==> src/rtl/frmon_pkg.sv <==
package frmon_pkg;

  // Strobes handed from the control module to the datapath
  typedef struct packed {
    logic frameStart;  // edge samples data-valid rising
    logic frameEnd;    // edge samples data-valid falling
    logic byteInc;     // a counted frame byte is present
    logic idleInc;     // an idle clock is present
  } mon_strobe_t;

  typedef enum logic [1:0] {
    SPD_10M    = 2'b00,
    SPD_100M   = 2'b01,
    SPD_1G     = 2'b10,
    SPD_1G_ALT = 2'b11
  } link_speed_e;

  localparam logic [7:0] START_DELIM = 8'hD5;
  localparam int ERR_KINDS = 3;  // index 0 runt, 1 oversize, 2 short gap

endpackage

==> src/rtl/frmon_ctrl.sv <==
module frmon_ctrl
  import frmon_pkg::*;
(
  input  logic        clk,
  input  logic        rst_n,
  input  logic        rxDv,
  input  logic        rxByteEn,
  input  logic [7:0]  rxData,
  output mon_strobe_t strobe
);

  logic dvPrev;
  logic counting;

  always_comb begin
    strobe.frameStart = rxDv && !dvPrev;
    strobe.frameEnd   = !rxDv && dvPrev;
    strobe.byteInc    = rxDv && rxByteEn && counting;
    strobe.idleInc    = !rxDv;
  end

  always_ff @(posedge clk or negedge rst_n) begin
    if (!rst_n) begin
      dvPrev   <= 1'b0;
      counting <= 1'b0;
    end else begin
      dvPrev <= rxDv;
      if (!rxDv) begin
        counting <= 1'b0;
      end else if (!counting && rxByteEn && (rxData == START_DELIM)) begin
        counting <= 1'b1;
      end
    end
  end

  AST_END_SINGLE: assert property (@(posedge clk) disable iff (!rst_n)
    strobe.frameEnd |=> !strobe.frameEnd);

  AST_NO_COUNT_AT_RISE: assert property (@(posedge clk) disable iff (!rst_n)
    strobe.frameStart |-> !strobe.byteInc);

endmodule

==> src/rtl/frmon_datapath.sv <==
module frmon_datapath
  import frmon_pkg::*;
#(
  parameter int LEN_W     = 16,
  parameter int JUMBO_MAX = 9000,
  parameter int GAP_BITS  = 96,
  parameter int CPB_100M  = 10,
  parameter int CPB_10M   = 100
) (
  input  logic             clk,
  input  logic             rst_n,
  input  mon_strobe_t      strobe,
  input  logic [1:0]       linkSpeed,
  input  logic             jumboEn,
  output logic             statusValid,
  output logic [LEN_W-1:0] statusLength,
  output logic [LEN_W-1:0] statusPayload,
  output logic             statusRunt,
  output logic             statusOversize,
  output logic             statusJumbo,
  output logic             statusShortGap
);

  localparam int GAP_BYTES = GAP_BITS / 8;
  localparam int THR_1G    = GAP_BYTES;
  localparam int THR_100M  = GAP_BYTES * CPB_100M;
  localparam int THR_10M   = GAP_BYTES * CPB_10M;
  localparam int IDLE_W    = $clog2(THR_10M + 1) + 1;

  localparam logic [LEN_W-1:0]  MIN_FRAME = LEN_W'(64);
  localparam logic [LEN_W-1:0]  OVERHEAD  = LEN_W'(18);
  localparam logic [LEN_W-1:0]  STD_MAX   = LEN_W'(1500);
  localparam logic [LEN_W-1:0]  JMB_MAX   = LEN_W'(JUMBO_MAX);
  localparam logic [LEN_W-1:0]  LEN_TOP   = '1;
  localparam logic [IDLE_W-1:0] IDLE_TOP  = '1;

  logic [LEN_W-1:0]  byteCount;
  logic [IDLE_W-1:0] idleCount;
  logic [IDLE_W-1:0] gapThreshold;
  logic              armed;
  logic              pendingShort;
  logic [LEN_W-1:0]  payloadNow;
  logic              overNow;
  logic              jumboNow;

  always_comb begin
    case (link_speed_e'(linkSpeed))
      SPD_10M:  gapThreshold = IDLE_W'(THR_10M);
      SPD_100M: gapThreshold = IDLE_W'(THR_100M);
      default:  gapThreshold = IDLE_W'(THR_1G);
    endcase
  end

  always_comb begin
    payloadNow = (byteCount >= OVERHEAD) ? (byteCount - OVERHEAD) : '0;
    overNow    = jumboEn ? (payloadNow > JMB_MAX) : (payloadNow > STD_MAX);
    jumboNow   = jumboEn && (payloadNow > STD_MAX) && !(payloadNow > JMB_MAX);
  end

  // Frame byte counter, saturating
  always_ff @(posedge clk or negedge rst_n) begin
    if (!rst_n) begin
      byteCount <= '0;
    end else if (strobe.frameEnd) begin
      byteCount <= '0;
    end else if (strobe.byteInc && (byteCount != LEN_TOP)) begin
      byteCount <= byteCount + 1'b1;
    end
  end

  // Idle clock counter and gap decision
  always_ff @(posedge clk or negedge rst_n) begin
    if (!rst_n) begin
      idleCount    <= '0;
      armed        <= 1'b0;
      pendingShort <= 1'b0;
    end else begin
      if (strobe.frameEnd) begin
        idleCount <= IDLE_W'(1);
        armed     <= 1'b1;
      end else if (strobe.idleInc && (idleCount != IDLE_TOP)) begin
        idleCount <= idleCount + 1'b1;
      end
      if (strobe.frameStart) begin
        pendingShort <= armed && (idleCount < gapThreshold);
      end
    end
  end

  // Per-frame status
  always_ff @(posedge clk or negedge rst_n) begin
    if (!rst_n) begin
      statusValid    <= 1'b0;
      statusLength   <= '0;
      statusPayload  <= '0;
      statusRunt     <= 1'b0;
      statusOversize <= 1'b0;
      statusJumbo    <= 1'b0;
      statusShortGap <= 1'b0;
    end else begin
      statusValid <= strobe.frameEnd;
      if (strobe.frameEnd) begin
        statusLength   <= byteCount;
        statusPayload  <= payloadNow;
        statusRunt     <= byteCount < MIN_FRAME;
        statusOversize <= overNow;
        statusJumbo    <= jumboNow;
        statusShortGap <= pendingShort;
      end
    end
  end

  AST_STATUS_PULSE: assert property (@(posedge clk) disable iff (!rst_n)
    statusValid |=> !statusValid);

  AST_CLASS_EXCL: assert property (@(posedge clk) disable iff (!rst_n)
    statusValid |-> $onehot0({statusRunt, statusOversize, statusJumbo}));

  AST_PAYLOAD_LE_LEN: assert property (@(posedge clk) disable iff (!rst_n)
    statusValid |-> (statusPayload <= statusLength));

endmodule

==> src/rtl/frmon_sat_counter.sv <==
module frmon_sat_counter #(
  parameter int W = 16
) (
  input  logic         clk,
  input  logic         rst_n,
  input  logic         clr,
  input  logic         inc,
  output logic [W-1:0] count
);

  localparam logic [W-1:0] TOP = '1;

  always_ff @(posedge clk or negedge rst_n) begin
    if (!rst_n) begin
      count <= '0;
    end else if (clr) begin
      count <= '0;
    end else if (inc && (count != TOP)) begin
      count <= count + 1'b1;
    end
  end

  AST_CNT_HOLD_TOP: assert property (@(posedge clk) disable iff (!rst_n)
    (!clr && (count == TOP)) |=> (count == TOP));

  AST_CNT_CLEAR: assert property (@(posedge clk) disable iff (!rst_n)
    clr |=> (count == '0));

  AST_CNT_STEP: assert property (@(posedge clk) disable iff (!rst_n)
    (!clr && !inc) |=> $stable(count));

endmodule

==> src/rtl/frame_gap_monitor.sv <==
module frame_gap_monitor
  import frmon_pkg::*;
#(
  parameter int LEN_W     = 16,
  parameter int CNT_W     = 16,
  parameter int JUMBO_MAX = 9000,
  parameter int GAP_BITS  = 96,
  parameter int CPB_100M  = 10,
  parameter int CPB_10M   = 100
) (
  input  logic             clk,
  input  logic             rst_n,
  input  logic             rxDv,
  input  logic             rxByteEn,
  input  logic [7:0]       rxData,
  input  logic [1:0]       linkSpeed,
  input  logic             jumboEn,
  input  logic             clrCounters,
  output logic             statusValid,
  output logic [LEN_W-1:0] statusLength,
  output logic [LEN_W-1:0] statusPayload,
  output logic             statusRunt,
  output logic             statusOversize,
  output logic             statusJumbo,
  output logic             statusShortGap,
  output logic [CNT_W-1:0] runtCount,
  output logic [CNT_W-1:0] oversizeCount,
  output logic [CNT_W-1:0] shortGapCount
);

  mon_strobe_t          strobe;
  logic [ERR_KINDS-1:0] errHit;
  logic [CNT_W-1:0]     errCount [ERR_KINDS];

  frmon_ctrl u_ctrl (
    .clk      (clk),
    .rst_n    (rst_n),
    .rxDv     (rxDv),
    .rxByteEn (rxByteEn),
    .rxData   (rxData),
    .strobe   (strobe)
  );

  frmon_datapath #(
    .LEN_W     (LEN_W),
    .JUMBO_MAX (JUMBO_MAX),
    .GAP_BITS  (GAP_BITS),
    .CPB_100M  (CPB_100M),
    .CPB_10M   (CPB_10M)
  ) u_dp (
    .clk            (clk),
    .rst_n          (rst_n),
    .strobe         (strobe),
    .linkSpeed      (linkSpeed),
    .jumboEn        (jumboEn),
    .statusValid    (statusValid),
    .statusLength   (statusLength),
    .statusPayload  (statusPayload),
    .statusRunt     (statusRunt),
    .statusOversize (statusOversize),
    .statusJumbo    (statusJumbo),
    .statusShortGap (statusShortGap)
  );

  assign errHit = {ERR_KINDS{statusValid}} & {statusShortGap, statusOversize, statusRunt};

  for (genvar g = 0; g < ERR_KINDS; g++) begin : g_err
    frmon_sat_counter #(.W(CNT_W)) u_cnt (
      .clk   (clk),
      .rst_n (rst_n),
      .clr   (clrCounters),
      .inc   (errHit[g]),
      .count (errCount[g])
    );
  end

  assign runtCount     = errCount[0];
  assign oversizeCount = errCount[1];
  assign shortGapCount = errCount[2];

endmodule

==> config.mk <==
export PLATFORM = sky130hd
export DESIGN_NAME = frame_gap_monitor
export DESIGN_NICKNAME = d
export VERILOG_FILES = /design/src/rtl/frmon_pkg.sv /design/src/rtl/frmon_ctrl.sv /design/src/rtl/frmon_datapath.sv /design/src/rtl/frmon_sat_counter.sv /design/src/rtl/frame_gap_monitor.sv
export SDC_FILE = /design/constraint.sdc
export NUM_CORES = 1
export LEC_CHECK = 0
export ABC_AREA = 0
export BUFFER_PORTS_ARGS = -buffer_cell sky130_fd_sc_hd__buf_2
export CAP_MARGIN = 10
export CORE_MARGIN = 5
export CORE_UTILIZATION = 55
export DETAILED_ROUTE_END_ITERATION = 12
export PLACE_DENSITY = 0.82
export SLEW_MARGIN = 20
export SYNTH_ARGS = -nofsm -noshare
export SYNTH_HDL_FRONTEND = slang
export SYNTH_SLANG_ARGS = --single-unit
==> constraint.sdc <==
create_clock -name clk -period 3.86 [get_ports clk]
set_input_delay 0.579 -clock clk [delete_from_list [all_inputs] [get_ports clk]]
set_output_delay 0.579 -clock clk [all_outputs]
set_load 0.02 [all_outputs]
==> flow_summary.json, run 1 <==
{
  "status": "completed",
  "routabilityCongestion": 0.988,
  "wl_um": 14700,
  "timing.critical_path.from_type": "register",
  "clock_tree_from_tritoncts": "built",
  "synth.cell_area_um2": 6020,
  "synthesis.nets": 676,
  "vias_per_cell": 5.77,
  "drt_iter0_drc": 455,
  "cp_data_arrival_time_ns": 3.14,
  "ys_seq_elements": 117,
  "synthMostInstantiatedCell": "dfrtp_1",
  "synthDominantAreaCellType": "dfrtp_1",
  "critical-path-slowest-cell": "nor2_1",
  "cp_cell_sequence": "nor3_1 -> nand3_1 -> nor2_1 -> o41ai_1 -> and3_1 -> o31ai_1 -> o21ai_1",
  "antenna_cells": 0,
  "first_global_vias": 5031,
  "yosysUniqueCellTypes": 62,
  "worstSkewPairLatency_ns": 0.52,
  "fin_crit_ns": 2.74,
  "dp_hpwl_um": 9900,
  "finalSetupTns_ns": 0,
  "critical-path-top-delay-family": "simple AND/OR/NAND/NOR gates",
  "layout.area.seq_um2": 2930,
  "globalRouteTotalUtil_pct": 23.0,
  "p_leak_nw": 3.65,
  "skew_ns": 0.00863,
  "cp.buffers_inverters": 0,
  "netlist_instances": 646,
  "yosys_warnings": 0,
  "syn2layout_area_growth_pct": 19.7,
  "timing.hold.worst.class": "in -> async",
  "list_of_most_frequent_post_synthesis_cells": "dfrtp_1 (117), nand2_1 (100), nor2_1 (94)",
  "combinationalPowerShare_pct": 4.2,
  "worst_stage_delay_on_the_critical_path_ns": 0.65,
  "clockRootBuffer": "clkbuf_8",
  "crit_type": "reg -> reg",
  "max_cap_violations": 0,
  "largest_fanout_on_the_critical_path": 14,
  "post_synth_and_or_nand_nor_area_fraction_pct": 24.9,
  "worst_pin_slew_ns": 0.956,
  "power.ir.vdd_worst_v": 0.000242,
  "start_util_pct": 55.8,
  "power.density_cell_area_nw_per_um2": 423,
  "i_o_pins": 101,
  "seq_power_share_pct": 41.5,
  "numCtsBuffers": 17,
  "aggregate_global_routing_overflow": 0,
  "drt_first_pass_iters": 7,
  "cts.repair.resized": 0,
  "holdBufCountCts": 0,
  "clock_tree.htree_level_count": 4,
  "synth_top_family_by_area": "simple AND/OR/NAND/NOR gates",
  "p_switching_mw": 0.686,
  "fp.coreArea_um2": 10800,
  "synth-seq-area-share_pct": 48.6,
  "post-synth-top-area-fraction_pct": 48.6,
  "layout_worst_path_cycle_share_pct": 71.0,
  "final_setup_violating_endpoints": 0,
  "vias": 5141,
  "internal_power_mw": 2.36,
  "detail-route-antenna-nets": 0,
  "die_h_um": 115,
  "fp-row-count": 38,
  "layout-drive-gt1-share_pct": 20.1,
  "report.power.total_mw": 3.05,
  "multiInputGateArea_um2": 2890,
  "grt_max_degree": 76,
  "grt_first_pass_wirelength_um": 24300,
  "switching_share_pct": 22.5,
  "synth-edff-count": 0,
  "tritoncts_num_sinks": 117,
  "syn_area_per_cell_um2": 9.32,
  "timing.critical_path.to_type": "register",
  "clkSlewWorstSetupHoldPaths_ns": 0.06,
  "timing.final.max_slew_violations": 0,
  "postCtsSetupBuffers": 0,
  "fill_cells": 814,
  "drcViolationCount": 0,
  "cts.path.max_buffers": 2,
  "synth_fa_ha_area_share_pct": 2.91,
  "dieWidth_um": 115,
  "synthXorXnorAreaFrac_pct": 10.8,
  "cp_data_required_time_ns": 4.26,
  "antenna_violations_before_repair": 0,
  "synth_compound_gate_area_share_pct": 8.93,
  "synth_async_sr_flop_share_pct": 100,
  "synth.area.top_cells": "dfrtp_1 (49%), xor2_1 (7.3%), nand2_1 (6.2%)",
  "clkPwrFrac_pct": 54.3,
  "timing.slew.headroom_pct": 36.3,
  "count_of_input_and_output_buffers": 100,
  "final-hold-violation-count": 0,
  "maxClockFrequency_mhz": 365,
  "synth_mux_area_share_pct": 0.499,
  "final_net_count": 768,
  "most_used_flip_flop_cell_after_synthesis": "dfrtp_1",
  "routed_wire_length_per_instance_um": 16.5,
  "overall_die_area_um2": 13100,
  "grt_setup_unrepaired": "no"
}
-- layer usage --
metal / vias up / wire length, um / global-route usage (%)
met5: - / 0 / 0
met4: 0 / 321 / 9.26
met3: 41 / 958 / 5.39
met2: 212 / 7260 / 37.3
met1: 2496 / 6130 / 29.9
li1: 2392 / - / -
-- cell families (layout without fill, tap and decap cells) --
kind of cell / count (synthesis) / in the layout
AND/OR/NAND/NOR: 315 / 315
XOR/XNOR: 74 / 74
multiplexers: 3 / 3
flip-flops: 117 / 117
adder cells (fa/ha/maj): 14 / 14
buffers and inverters: 47 / 152
AO/OA/AOI/OAI: 76 / 76
-- power by group through the flow --
stage	Clock, mW	Sequential (mW)	Combinational [mW]
after floorplan	0	1.29	0.0623
after global placement	0	1.29	0.123
after detailed placement	0	1.29	0.129
after CTS	1.67	1.27	0.130
after global routing	1.73	1.27	0.147
final	1.66	1.27	0.128
-- area by class of cell --
cell class,instances,share of cell area (%)
clock buffers,19,6.13
multi-input cells,482,40.1
inverters,16,0.833
well taps,140,2.43
repair buffers,104,7.39
flip-flops and latches,117,40.6
clock inverters,13,2.48
-- placed cells by master, fill, tap and decap left out, drive strengths merged, types with 5 or more instances in the layout --
master	instances
a21o	5
a21oi	13
and3	10
and4	7
buf	104
clkbuf	19
clkinv	5
dfrtp	117
ha	14
inv	16
nand2	100
nand2b	8
nand3	31
nand4	22
nor2	94
nor3	18
o21ai	25
o31ai	9
xnor2	24
xor2	50
-- final timing paths --
path / cells past startpoint / from / end / slack, ns
worst max-delay path: 7 / u_dp.byteCount[6]$_DFFE_PN0P_ / u_dp.statusOversize$_DFFE_PN0P_ / 1.12
worst min register to register: 1 / u_dp.armed$_DFFE_PN0P_ / u_dp.armed$_DFFE_PN0P_ / 0.47
min in group clk: 1 / rxDv / u_ctrl.dvPrev$_DFF_PN0_ / 0.26
worst max register to register: 7 / u_dp.byteCount[6]$_DFFE_PN0P_ / u_dp.statusOversize$_DFFE_PN0P_ / 1.12
max in group asynchronous: 2 / rst_n / g_err[1].u_cnt.count[10]$_DFFE_PN0P_ / 2.77
worst min-delay path: 1 / rst_n / g_err[0].u_cnt.count[10]$_DFFE_PN0P_ / 0.19
-- through the flow --
stage / util (%) / std cells / setup slack, ns / cell area, um^2 / hold WS, ns
final: 66.8 / 891 / 1.12 / 7210 / 0.187
after global routing: 66.8 / 891 / 0.943 / 7210 / 0.253
after CTS: 66.8 / 891 / 1.20 / 7210 / 0.231
after detailed placement: 61.1 / 859 / 1.28 / 6590 / 0.453
after global placement: 61.1 / 859 / 1.41 / 6590 / 0.453
after floorplan: - / 646 / 1.65 / 6020 / 0.283
-- flip-flops by register name, indices dropped and copies added (netlist names), 12 cells and up --
register / cells
u_dp.idleCount: 12
u_dp.statusLength: 16
g_err.u_cnt.count: 48
u_dp.statusPayload: 16
u_dp.byteCount: 16
Note: power is estimated with default switching activity, not from simulation.
==> run 2: changes to the inputs <==
Settings changed: ABC_AREA 0 to 1, CORE_UTILIZATION 55 to 52, PLACE_DENSITY 0.82 to 0.81.
Clock period 3.86 ns to 2.5 ns, I/O delays scaled along.
==> run 2 against run 1 <==
Net effect:
- maximum frequency up 22%
- clock power up 66%
- synthesized cell count up 27%
- critical path type unchanged
==> flow_summary.json, run 2 <==
{
  "vias_per_cell": 5.43,
  "numCtsBuffers": 17,
  "timing.critical_path.from_type": "register",
  "worst_pin_slew_ns": 0.619,
  "drt_first_pass_iters": 5,
  "tritoncts_num_sinks": 117,
  "postCtsSetupBuffers": 0,
  "list_of_most_frequent_post_synthesis_cells": "nand2_1 (173), dfrtp_1 (117), inv_1 (102)",
  "whs_path_depth": 2,
  "antenna_violations_before_repair": 0,
  "largest_fanout_on_the_critical_path": 16,
  "layout_commonest_cell": "nand2_1",
  "timing.critical_path.to_type": "register",
  "clock_tree_from_tritoncts": "built",
  "fin_crit_ns": 2.24,
  "die_h_um": 120,
  "timing.final.max_slew_violations": 0,
  "clockRootBuffer": "clkbuf_16",
  "synthDominantAreaCellType": "dfrtp_1",
  "yosys_warnings": 0,
  "worstSkewPairLatency_ns": 0.42,
  "grt_setup_unrepaired": "no",
  "ff2ff_setup_slack_ns": 0.26,
  "synth.cell_area_um2": 6320,
  "i_o_pins": 101,
  "power.density_cell_area_nw_per_um2": 733,
  "commonest_cells_after_routing_fill_and_taps_aside": "nand2_1 (173), dfrtp_1 (117), inv_1 (101), buf_2 (99), nor2_1 (88)",
  "cts.path.max_buffers": 2,
  "synthMostInstantiatedCell": "nand2_1",
  "overall_die_area_um2": 14500,
  "layout-drive-gt1-share_pct": 18.9,
  "count_of_input_and_output_buffers": 100,
  "finalSetupTns_ns": 0,
  "grt_max_degree": 61,
  "final_net_count": 958,
  "antenna_cells": 0,
  "syn_area_per_cell_um2": 7.70,
  "detail-route-antenna-nets": 0,
  "synthesis.nets": 851,
  "reg2reg_to": "u_dp.statusOversize$_DFFE_PN0P_",
  "fp.coreArea_um2": 12000,
  "timing.slew.headroom_pct": 58.4,
  "synth_async_sr_flop_share_pct": 100,
  "skew_ns": 0.00825,
  "power.ir.vdd_worst_v": 0.000768,
  "synth-seq-area-share_pct": 46.3,
  "syn2layout_area_growth_pct": 21.0,
  "most_used_flip_flop_cell_after_synthesis": "dfrtp_1",
  "clkSlewWorstSetupHoldPaths_ns": 0.06,
  "post-synth-top-area-fraction_pct": 46.3,
  "grt_first_pass_wirelength_um": 26300,
  "cp_data_arrival_time_ns": 2.55,
  "max_cap_violations": 0,
  "drt_iter0_drc": 459,
  "routabilityCongestion": 0.956,
  "layout_worst_path_cycle_share_pct": 89.5,
  "synth-edff-count": 0,
  "final-hold-violation-count": 0,
  "globalRouteTotalUtil_pct": 22.4,
  "fill_cells": 1015,
  "flip_flop_count_of_the_largest_register_all_copies_and_words_added": 48,
  "clock_tree.htree_level_count": 4,
  "fp-row-count": 40,
  "wl_um": 15800,
  "ys_seq_elements": 117,
  "yosysUniqueCellTypes": 42,
  "synth.area.top_cells": "dfrtp_1 (46%), nand2_1 (10%), o21ai_0 (6.4%)",
  "routed_wire_length_per_instance_um": 14.6,
  "start_util_pct": 52.9,
  "drcViolationCount": 0,
  "worstReg2RegStart": "u_dp.byteCount[2]$_DFFE_PN0P_",
  "status": "completed",
  "dp_hpwl_um": 11500,
  "maxClockFrequency_mhz": 447,
  "timing.reg2reg.worst_path_depth": 15,
  "timing.hold.worst.start": "rxData[1]",
  "netlist_instances": 821,
  "p_leak_nw": 3.80,
  "vias": 5911,
  "destination_of_the_worst_hold_path": "u_ctrl.counting$_DFFE_PN0P_",
  "final_setup_violating_endpoints": 0,
  "crit_type": "reg -> reg",
  "timing.hold.worst.class": "in -> reg",
  "cp_data_required_time_ns": 2.81,
  "dieWidth_um": 120,
  "largest-register": "g_err.u_cnt.count",
  "aggregate_global_routing_overflow": 0,
  "first_global_vias": 5586,
  "fin_hold_ws_ns": 0.146
}
run 2: kinds of logic (layout without fill, tap and decap cells):
group	Yosys count	count (layout)	synth area share, %
and+or+nand+nor	391	391	27.6
DFF	117	117	46.3
xor gates and xnor gates	6	6	0.831
buffers and inverters	135	255	8.68
adders and majority gates	14	14	2.77
AOI/OAI and AO/OA	158	158	13.8
run 2: what timing repair did:
item | 4_1_cts | 5_1_grt
hold endpoints to repair | 29 | 0
gates resized for setup | 0 | 0
hold buffers | 1 | 0
run 2: worst max-delay path: stages (launching register included):
cell and delay, ns:
dfrtp_1 0.45, inv_1 0.16, ha_1 0.17, nand3_1 0.08, nor2_1 0.14, nand2_2 0.08
nand2_4 0.19, nand3_1 0.17, nor2b_1 0.19, inv_1 0.07, nor2_1 0.11, nand2_1 0.06
nand2_1 0.09, nand2_1 0.07, nand3_1 0.06, nand2_1 0.05
run 2: per-stage QoR:
stage | setup slack, ns | utilization, % | power (mW) | cell area, um^2 | std cells
finish | 0.261 | 64.0 | 5.61 | 7650 | 1088
global route | 0.0260 | 64.0 | 5.84 | 7650 | 1088
CTS | 0.284 | 64.0 | 5.64 | 7650 | 1088
detailed placement | 0.367 | 58.3 | 2.89 | 6970 | 1055
global placement | 0.396 | 58.3 | 2.87 | 6970 | 1055
floorplan | 0.593 | - | 2.62 | 6320 | 821
run 2: cell type report:
type	instances	area [um^2]	share of cell area, %
flip-flops and latches	117	2930	38.3
multi-input cells	569	2850	37.2
repair buffers	109	586	7.65
clock buffers	24	502	6.56
inverters	114	438	5.72
well taps	147	184	2.40
clock inverters	8	168	2.19
run 2: worst max path at each step:
stage / start / end / slack (ns)
2_1_floorplan: g_err[0].u_cnt.count[0]$_DFFE_PN0P_ / g_err[0].u_cnt.count[15]$_DFFE_PN0P_ / 0.59
3_3_place_gp: g_err[0].u_cnt.count[0]$_DFFE_PN0P_ / g_err[0].u_cnt.count[15]$_DFFE_PN0P_ / 0.40
3_5_place_dp: u_dp.byteCount[2]$_DFFE_PN0P_ / u_dp.statusOversize$_DFFE_PN0P_ / 0.37
4_1_cts: u_dp.byteCount[2]$_DFFE_PN0P_ / u_dp.statusOversize$_DFFE_PN0P_ / 0.28
5_1_grt: u_dp.byteCount[1]$_DFFE_PN0P_ / u_dp.statusOversize$_DFFE_PN0P_ / 0.03
6_report: u_dp.byteCount[2]$_DFFE_PN0P_ / u_dp.statusOversize$_DFFE_PN0P_ / 0.26
run 2: routing by layer:
metal  routed length (um)  vias to the layer above  GRT usage [%]
li1                     -                     2920              -
met1                 6880                     2736           28.4
met2                 7450                      221           36.1
met3                 1180                       34           6.74
met4                  345                        0           9.07
met5                    0                        -              0
run 2: power by group:
part / switching (mW) / total [mW] / internal (mW)
combinational: 0.518 / 0.756 / 0.238
clock: 0.849 / 2.75 / 1.90
sequential: 0.0929 / 2.11 / 2.01
